[src/rtl/dch_arb_pkg.sv]
package dch_arb_pkg;

    // who owns the upstream D-channel right now
    typedef enum logic {
        OWN_FREE  = 1'b0,
        OWN_LOCAL = 1'b1
    } own_e;

    // one strobed D-bit slot as seen by the arbiter
    typedef struct packed {
        logic stb;
        logic dbit;
        logic req_n;
    } slot_t;

    function automatic logic mode_match(input logic [2:0] mode, input logic [2:0] code);
        return mode == code;
    endfunction

endpackage

[src/rtl/dch_ones_count.sv]
module dch_ones_count #(
    parameter int LO = 8,
    parameter int HI = 10,
    parameter int W  = $clog2(HI + 1)
) (
    input  logic         clk,
    input  logic         rst,
    input  logic         clr,
    input  logic         stb,
    input  logic         dbit,
    input  logic         prio,
    output logic [W-1:0] cnt_q,
    output logic         hit_nxt,
    output logic         hit_q
);
    localparam logic [W-1:0] THR_LO = W'(LO);
    localparam logic [W-1:0] THR_HI = W'(HI);

    logic [W-1:0] thr;
    logic [W-1:0] cnt_inc;

    assign thr     = prio ? THR_HI : THR_LO;
    assign cnt_inc = dbit ? ((cnt_q >= THR_HI) ? THR_HI : cnt_q + 1'b1) : '0;
    assign hit_nxt = cnt_inc >= thr;
    assign hit_q   = cnt_q >= thr;

    always_ff @(posedge clk) begin
        if (rst || clr) cnt_q <= '0;
        else if (stb)   cnt_q <= cnt_inc;
    end

    // count never passes the saturation value
    p_cnt_cap_r2: assert property (@(posedge clk) disable iff (rst)
        cnt_q <= THR_HI);

    // a zero in a counted slot leaves the count at zero
    p_zero_clears_r2: assert property (@(posedge clk) disable iff (rst)
        (stb && !clr && !dbit) |=> (cnt_q == '0));

endmodule

[src/rtl/dch_grant_ctrl.sv]
module dch_grant_ctrl
    import dch_arb_pkg::*;
(
    input  logic  clk,
    input  logic  rst,
    input  logic  active,
    input  slot_t slot,
    input  logic  hit_nxt,
    output own_e  own_q,
    output logic  take,
    output logic  own_nxt
);
    logic drop;

    assign take = active && slot.stb && (own_q == OWN_FREE) && !slot.req_n && hit_nxt;
    assign drop = slot.stb && (own_q == OWN_LOCAL) && slot.req_n;

    always_comb begin
        if (!active)   own_nxt = 1'b0;
        else if (take) own_nxt = 1'b1;
        else if (drop) own_nxt = 1'b0;
        else           own_nxt = (own_q == OWN_LOCAL);
    end

    always_ff @(posedge clk) begin
        if (rst) own_q <= OWN_FREE;
        else     own_q <= own_nxt ? OWN_LOCAL : OWN_FREE;
    end

    // leaving the mode drops any grant
    p_off_free_r1: assert property (@(posedge clk) disable iff (rst)
        !active |=> (own_q == OWN_FREE));

    // request withdrawn on a strobe releases the channel
    p_release_r8: assert property (@(posedge clk) disable iff (rst)
        (slot.stb && slot.req_n && own_q == OWN_LOCAL) |=> (own_q == OWN_FREE));

    // ownership is only decided on strobes
    p_quiet_r9: assert property (@(posedge clk) disable iff (rst)
        (!slot.stb && active) |=> ($stable(own_q) || !active));

endmodule

[src/rtl/dch_echo_gen.sv]
module dch_echo_gen (
    input  logic clk,
    input  logic rst,
    input  logic stb,
    input  logic dbit,
    input  logic own_nxt,
    output logic echo_q
);
    always_ff @(posedge clk) begin
        if (rst)      echo_q <= 1'b1;
        else if (stb) echo_q <= dbit ^ own_nxt;
    end
endmodule

[src/rtl/dch_arbiter.sv]
module dch_arbiter
    import dch_arb_pkg::*;
#(
    parameter int          CNT_LO  = 8,
    parameter int          CNT_HI  = 10,
    parameter logic [2:0]  NT_MODE = 3'b011
) (
    input  logic       clk,
    input  logic       rst,
    input  logic       frame_stb,
    input  logic       d_bit,
    input  logic       req_n,
    input  logic       prio_sel,
    input  logic [2:0] mode_cfg,
    output logic       stop_go,
    output logic       echo
);
    localparam int CW = $clog2(CNT_HI + 1);

    slot_t         slot;
    logic          active;
    logic [CW-1:0] cnt_q;
    logic          hit_nxt;
    logic          hit_q;
    own_e          own_q;
    logic          take;
    logic          own_nxt;
    logic          cnt_clr;

    assign slot    = '{stb: frame_stb, dbit: d_bit, req_n: req_n};
    assign active  = mode_match(mode_cfg, NT_MODE);
    assign cnt_clr = !active || (own_q == OWN_LOCAL) || take;

    dch_ones_count #(.LO(CNT_LO), .HI(CNT_HI), .W(CW)) u_cnt (
        .clk     (clk),
        .rst     (rst),
        .clr     (cnt_clr),
        .stb     (slot.stb),
        .dbit    (slot.dbit),
        .prio    (prio_sel),
        .cnt_q   (cnt_q),
        .hit_nxt (hit_nxt),
        .hit_q   (hit_q)
    );

    dch_grant_ctrl u_grant (
        .clk     (clk),
        .rst     (rst),
        .active  (active),
        .slot    (slot),
        .hit_nxt (hit_nxt),
        .own_q   (own_q),
        .take    (take),
        .own_nxt (own_nxt)
    );

    dch_echo_gen u_echo (
        .clk     (clk),
        .rst     (rst),
        .stb     (slot.stb),
        .dbit    (slot.dbit),
        .own_nxt (own_nxt),
        .echo_q  (echo)
    );

    assign stop_go = (own_q == OWN_LOCAL) || (active && hit_q);

    // held grant inverts the echo of the slot just strobed
    p_echo_inv_r5: assert property (@(posedge clk) disable iff (rst)
        frame_stb |=> ((own_q != OWN_LOCAL) || (echo == !$past(d_bit))));

    // without a grant the echo follows the slot's D-bit
    p_echo_mirror_r6: assert property (@(posedge clk) disable iff (rst)
        frame_stb |=> ((own_q == OWN_LOCAL) || (echo == $past(d_bit))));

    // a grant never appears without a request in the strobed slot
    p_grant_needs_req_r4: assert property (@(posedge clk) disable iff (rst)
        (own_q == OWN_FREE && !(frame_stb && !req_n)) |=> (own_q == OWN_FREE));

    // the ones count stays zero while a grant is held
    p_cnt_idle_r2: assert property (@(posedge clk) disable iff (rst)
        (own_q == OWN_LOCAL) |-> (cnt_q == '0));

endmodule

[config.mk]
export PLATFORM = sky130hd
export DESIGN_NAME = dch_arbiter
export DESIGN_NICKNAME = d
export VERILOG_FILES = /design/src/rtl/dch_arb_pkg.sv /design/src/rtl/dch_ones_count.sv /design/src/rtl/dch_grant_ctrl.sv /design/src/rtl/dch_echo_gen.sv /design/src/rtl/dch_arbiter.sv
export SDC_FILE = /design/constraint.sdc
export NUM_CORES = 1
export LEC_CHECK = 0
export CORE_AREA = 2 2 39 41
export CTS_CLUSTER_DIAMETER = 50
export DETAILED_ROUTE_END_ITERATION = 8
export DIE_AREA = 0 0 41 43
export SETUP_SLACK_MARGIN = 0.02
export SLEW_MARGIN = 10
export SYNTH_ARGS = -nofsm -noshare
export SYNTH_HDL_FRONTEND = slang
export SYNTH_SLANG_ARGS = --single-unit
export TNS_END_PERCENT = 100
[constraint.sdc]
create_clock -name clk -period 3.1 [get_ports clk]
set_input_delay 0.31 -clock clk [delete_from_list [all_inputs] [get_ports clk]]
set_output_delay 0.31 -clock clk [all_outputs]
set_load 0.01 [all_outputs]
==> run metrics <==
run status=complete, no violations; Die W=41 um; Area Growth Syn to Fin=30.3%; Reg2Reg Capture Point=u_cnt.cnt_q[0]$_SDFFE_PP0P_; fin crit share=0.724; Hold Path Class=reg2reg; Post-synth EDFFs=0; drt initial violations=18; Synth area leaders=dfxtp_1, ha_1, nor3_1; Power Dens Cells=~300 nW/um^2; worst stage delay on the critical path=about 0.47 ns; r2r setup slk=1.13 ns; # Post-CTS Setup Buffers=0; VDD IR max=roughly 0.12 mV; synthesized area=about 450 sq um; first-pass GRT wire length=1.72 mm; Reg2Reg Depth=6; Site Rows=14; main flop type after synthesis=dfxtp_1; clk buf depth=2; Final ANT Viol Nets=0; Synth Area in Adders=0.0826; synthesis-stage register bit count=6; starting density of the core=0.328; Slew Viols, Final=0; Post-CTS Resized=0; Max FO, Critical Path=2; final wirelength=996 um; clk_skew=0.00991 ns; Synth warnings=0; CTS tree=yes; I/O Pins=11; Fill cells=145; DIE AREA=around 1800 sq um; Worst setup EP type=primary output; antenna fix cells=0; P_leak=roughly 0.25 nW; number of global-route vias before repair=415; worst-margin pin slew=approximately 0.46 ns; Nets=79; FF-to-FF Start=u_cnt.cnt_q[0]$_SDFFE_PP0P_; # H-tree levels=1; post-synth top area share=0.264; critical-path cell list=clkdlybuf4s50_1 -> ha_1 -> nand2b_1 -> nand3b_1 -> a31o_2 -> clkdlybuf4s50_1; critical path required time=between 2 and 3 ns; clock sink count=6; number of hold buffers added after CTS=0; Synth async-reset ratio=0; initial antenna violation count=0; kind of critical path=in2out; Synth Area per Inst=8.57 sq um; post-synth top area cell=dfxtp_1; Final HPWL DP=approximately 780 um; Vert. Die Dim=about 43 um; Clock transition at path regs=0.04 ns; total grt overflow=0; clk root buf=clkbuf_4; DRT Pass-1 Iters=4; most frequent cell on the critical path=clkdlybuf4s50_1; max-cap violations=0; hold path depth=2; mux share of post-synthesis cell area=0.0220; number of buffers created by CTS=3; Worst-Skew Late Latency=around 0.25 ns; post-layout min period=2.24 ns; synthesized instance count=53; Hold EP=u_cnt.cnt_q[3]$_SDFFE_PP0P_; setup violators final=0; register area share after synthesis=0.264; IO buf count=10; post-synthesis compound-gate area fraction=0.275; simple-gate share of the synthesized area=0.292; Pwr Total=between 0.15 and 0.2 mW; drc violations=0; Critical Path AT=just under 2 ns; Synth Area in XOR/XNOR=0.0193; layout cells sized above 1=0.138; Cell variety after synth=33; GRT Total Usage=0.149; Slew headroom=0.694; drt wl/cell=approximately 12 um; Worst setup SP type=input port; unrepaired setup endpoints after global routing=false; Crit-path slowest cell=clkdlybuf4s50_1; routability cong.=slightly above 0.8; largest net degree at the start of global routing=8; drt via density=roughly 5.4; Fmax achieved=446 MHz; CORE AREA=between 1000 and 1500 sq um; setup TNS=0 ns; via count=438; HP Start=u_cnt.cnt_q[3]$_SDFFE_PP0P_; number of hold violations in the final report=0; main combinational cell family by area after synthesis=simple AND/OR/NAND/NOR gates; syn_nets=65
[placed cells by master (no fill, tap or decap), types with 2 or more instances in the layout]
master            n
nand2_1           2
clkbuf_4          3
clkdlybuf4s50_1  10
a32oi_1           2
dfxtp_1           6
a21oi_1           3
inv_1             4
nor4_1            2
nor2_1            3
nor3_1            4
ha_1              3
[per-layer routing]
metal  share of wire  global-route usage  vias up
met5               0                   0        -
met2            0.47               0.216       11
met4          0.0090               0.120        0
li1                -                   -      227
met3           0.058              0.0314        2
met1            0.46               0.179      198
[cell type report]
| type | instances | area (sq um) | area share |
|---|---|---|---|
| Clock buffer | 3 | 22.5 | 0.0381 |
| Inverter | 4 | 15.0 | 0.0254 |
| Multi-Input combinational cell | 42 | 314 | 0.531 |
| Sequential cell | 6 | 120 | 0.203 |
| Tap cell | 16 | 20.0 | 0.0338 |
| Timing Repair Buffer | 10 | 100 | 0.169 |
[state kept, by name, indices dropped and copies added, names as in the netlist]
name,cells
u_echo.echo_q,1
u_grant.own_q,1
u_cnt.cnt_q,4
[cell usage after synthesis, types with 2 or more instances]
library cell  count
nor3_1            4
nor4_1            2
ha_1              3
a32oi_1           2
a21oi_1           3
dfxtp_1           6
nand2_1           2
inv_1             4
nor2_1            3
[cells by family (layout without fill, tap and decap cells)]
kind of cell	after synthesis	in the layout
and+or+nand+nor	22	22
AOI/OAI and AO/OA	15	15
DFF	6	6
buffers and inverters	5	17
adders and majority gates	3	3
xor gates and xnor gates	1	1
muxes	1	1
[worst max path at each step]
stage / to / startpoint / cells past startpoint
after global routing: stop_go / prio_sel / 6
after CTS: stop_go / prio_sel / 6
after floorplan: u_cnt.cnt_q[0]$_SDFFE_PP0P_ / u_cnt.cnt_q[0]$_SDFFE_PP0P_ / 6
after detailed placement: u_cnt.cnt_q[0]$_SDFFE_PP0P_ / d_bit / 6
after global placement: stop_go / prio_sel / 6
final: stop_go / prio_sel / 6
[power by group]
group | switching (mW) | leakage, nW | internal, mW
logic | 0.0134 | 0.186 | 0.0171
registers | 0.000626 | 0.0486 | 0.0784
clock network | 0.0270 | 0.0138 | 0.0437
[critical path: cells and delay by family]
| family | cells | cell delay, ns |
|---|---|---|
| AO/OA/AOI/OAI | 1 | 0.24 |
| adder cells (fa/ha/maj) | 1 | 0.31 |
| buffers and inverters | 2 | 0.92 |
| AND/OR/NAND/NOR | 2 | 0.16 |
[per-stage QoR]
| step | hold slack (ns) | util | instances | setup WS (ns) | area, sq um |
|---|---|---|---|---|---|
| 2_1_floorplan | 0.477 | - | 53 | 1.31 | 454 |
| 3_3_place_gp | 0.593 | 0.411 | 78 | 0.865 | 569 |
| 3_5_place_dp | 0.583 | 0.411 | 78 | 0.833 | 569 |
| 4_1_cts | 0.590 | 0.428 | 81 | 0.852 | 592 |
| 5_1_grt | 0.620 | 0.428 | 81 | 0.773 | 592 |
| 6_report | 0.590 | 0.428 | 81 | 0.856 | 592 |
Note: power is estimated with default switching activity, not from simulation.
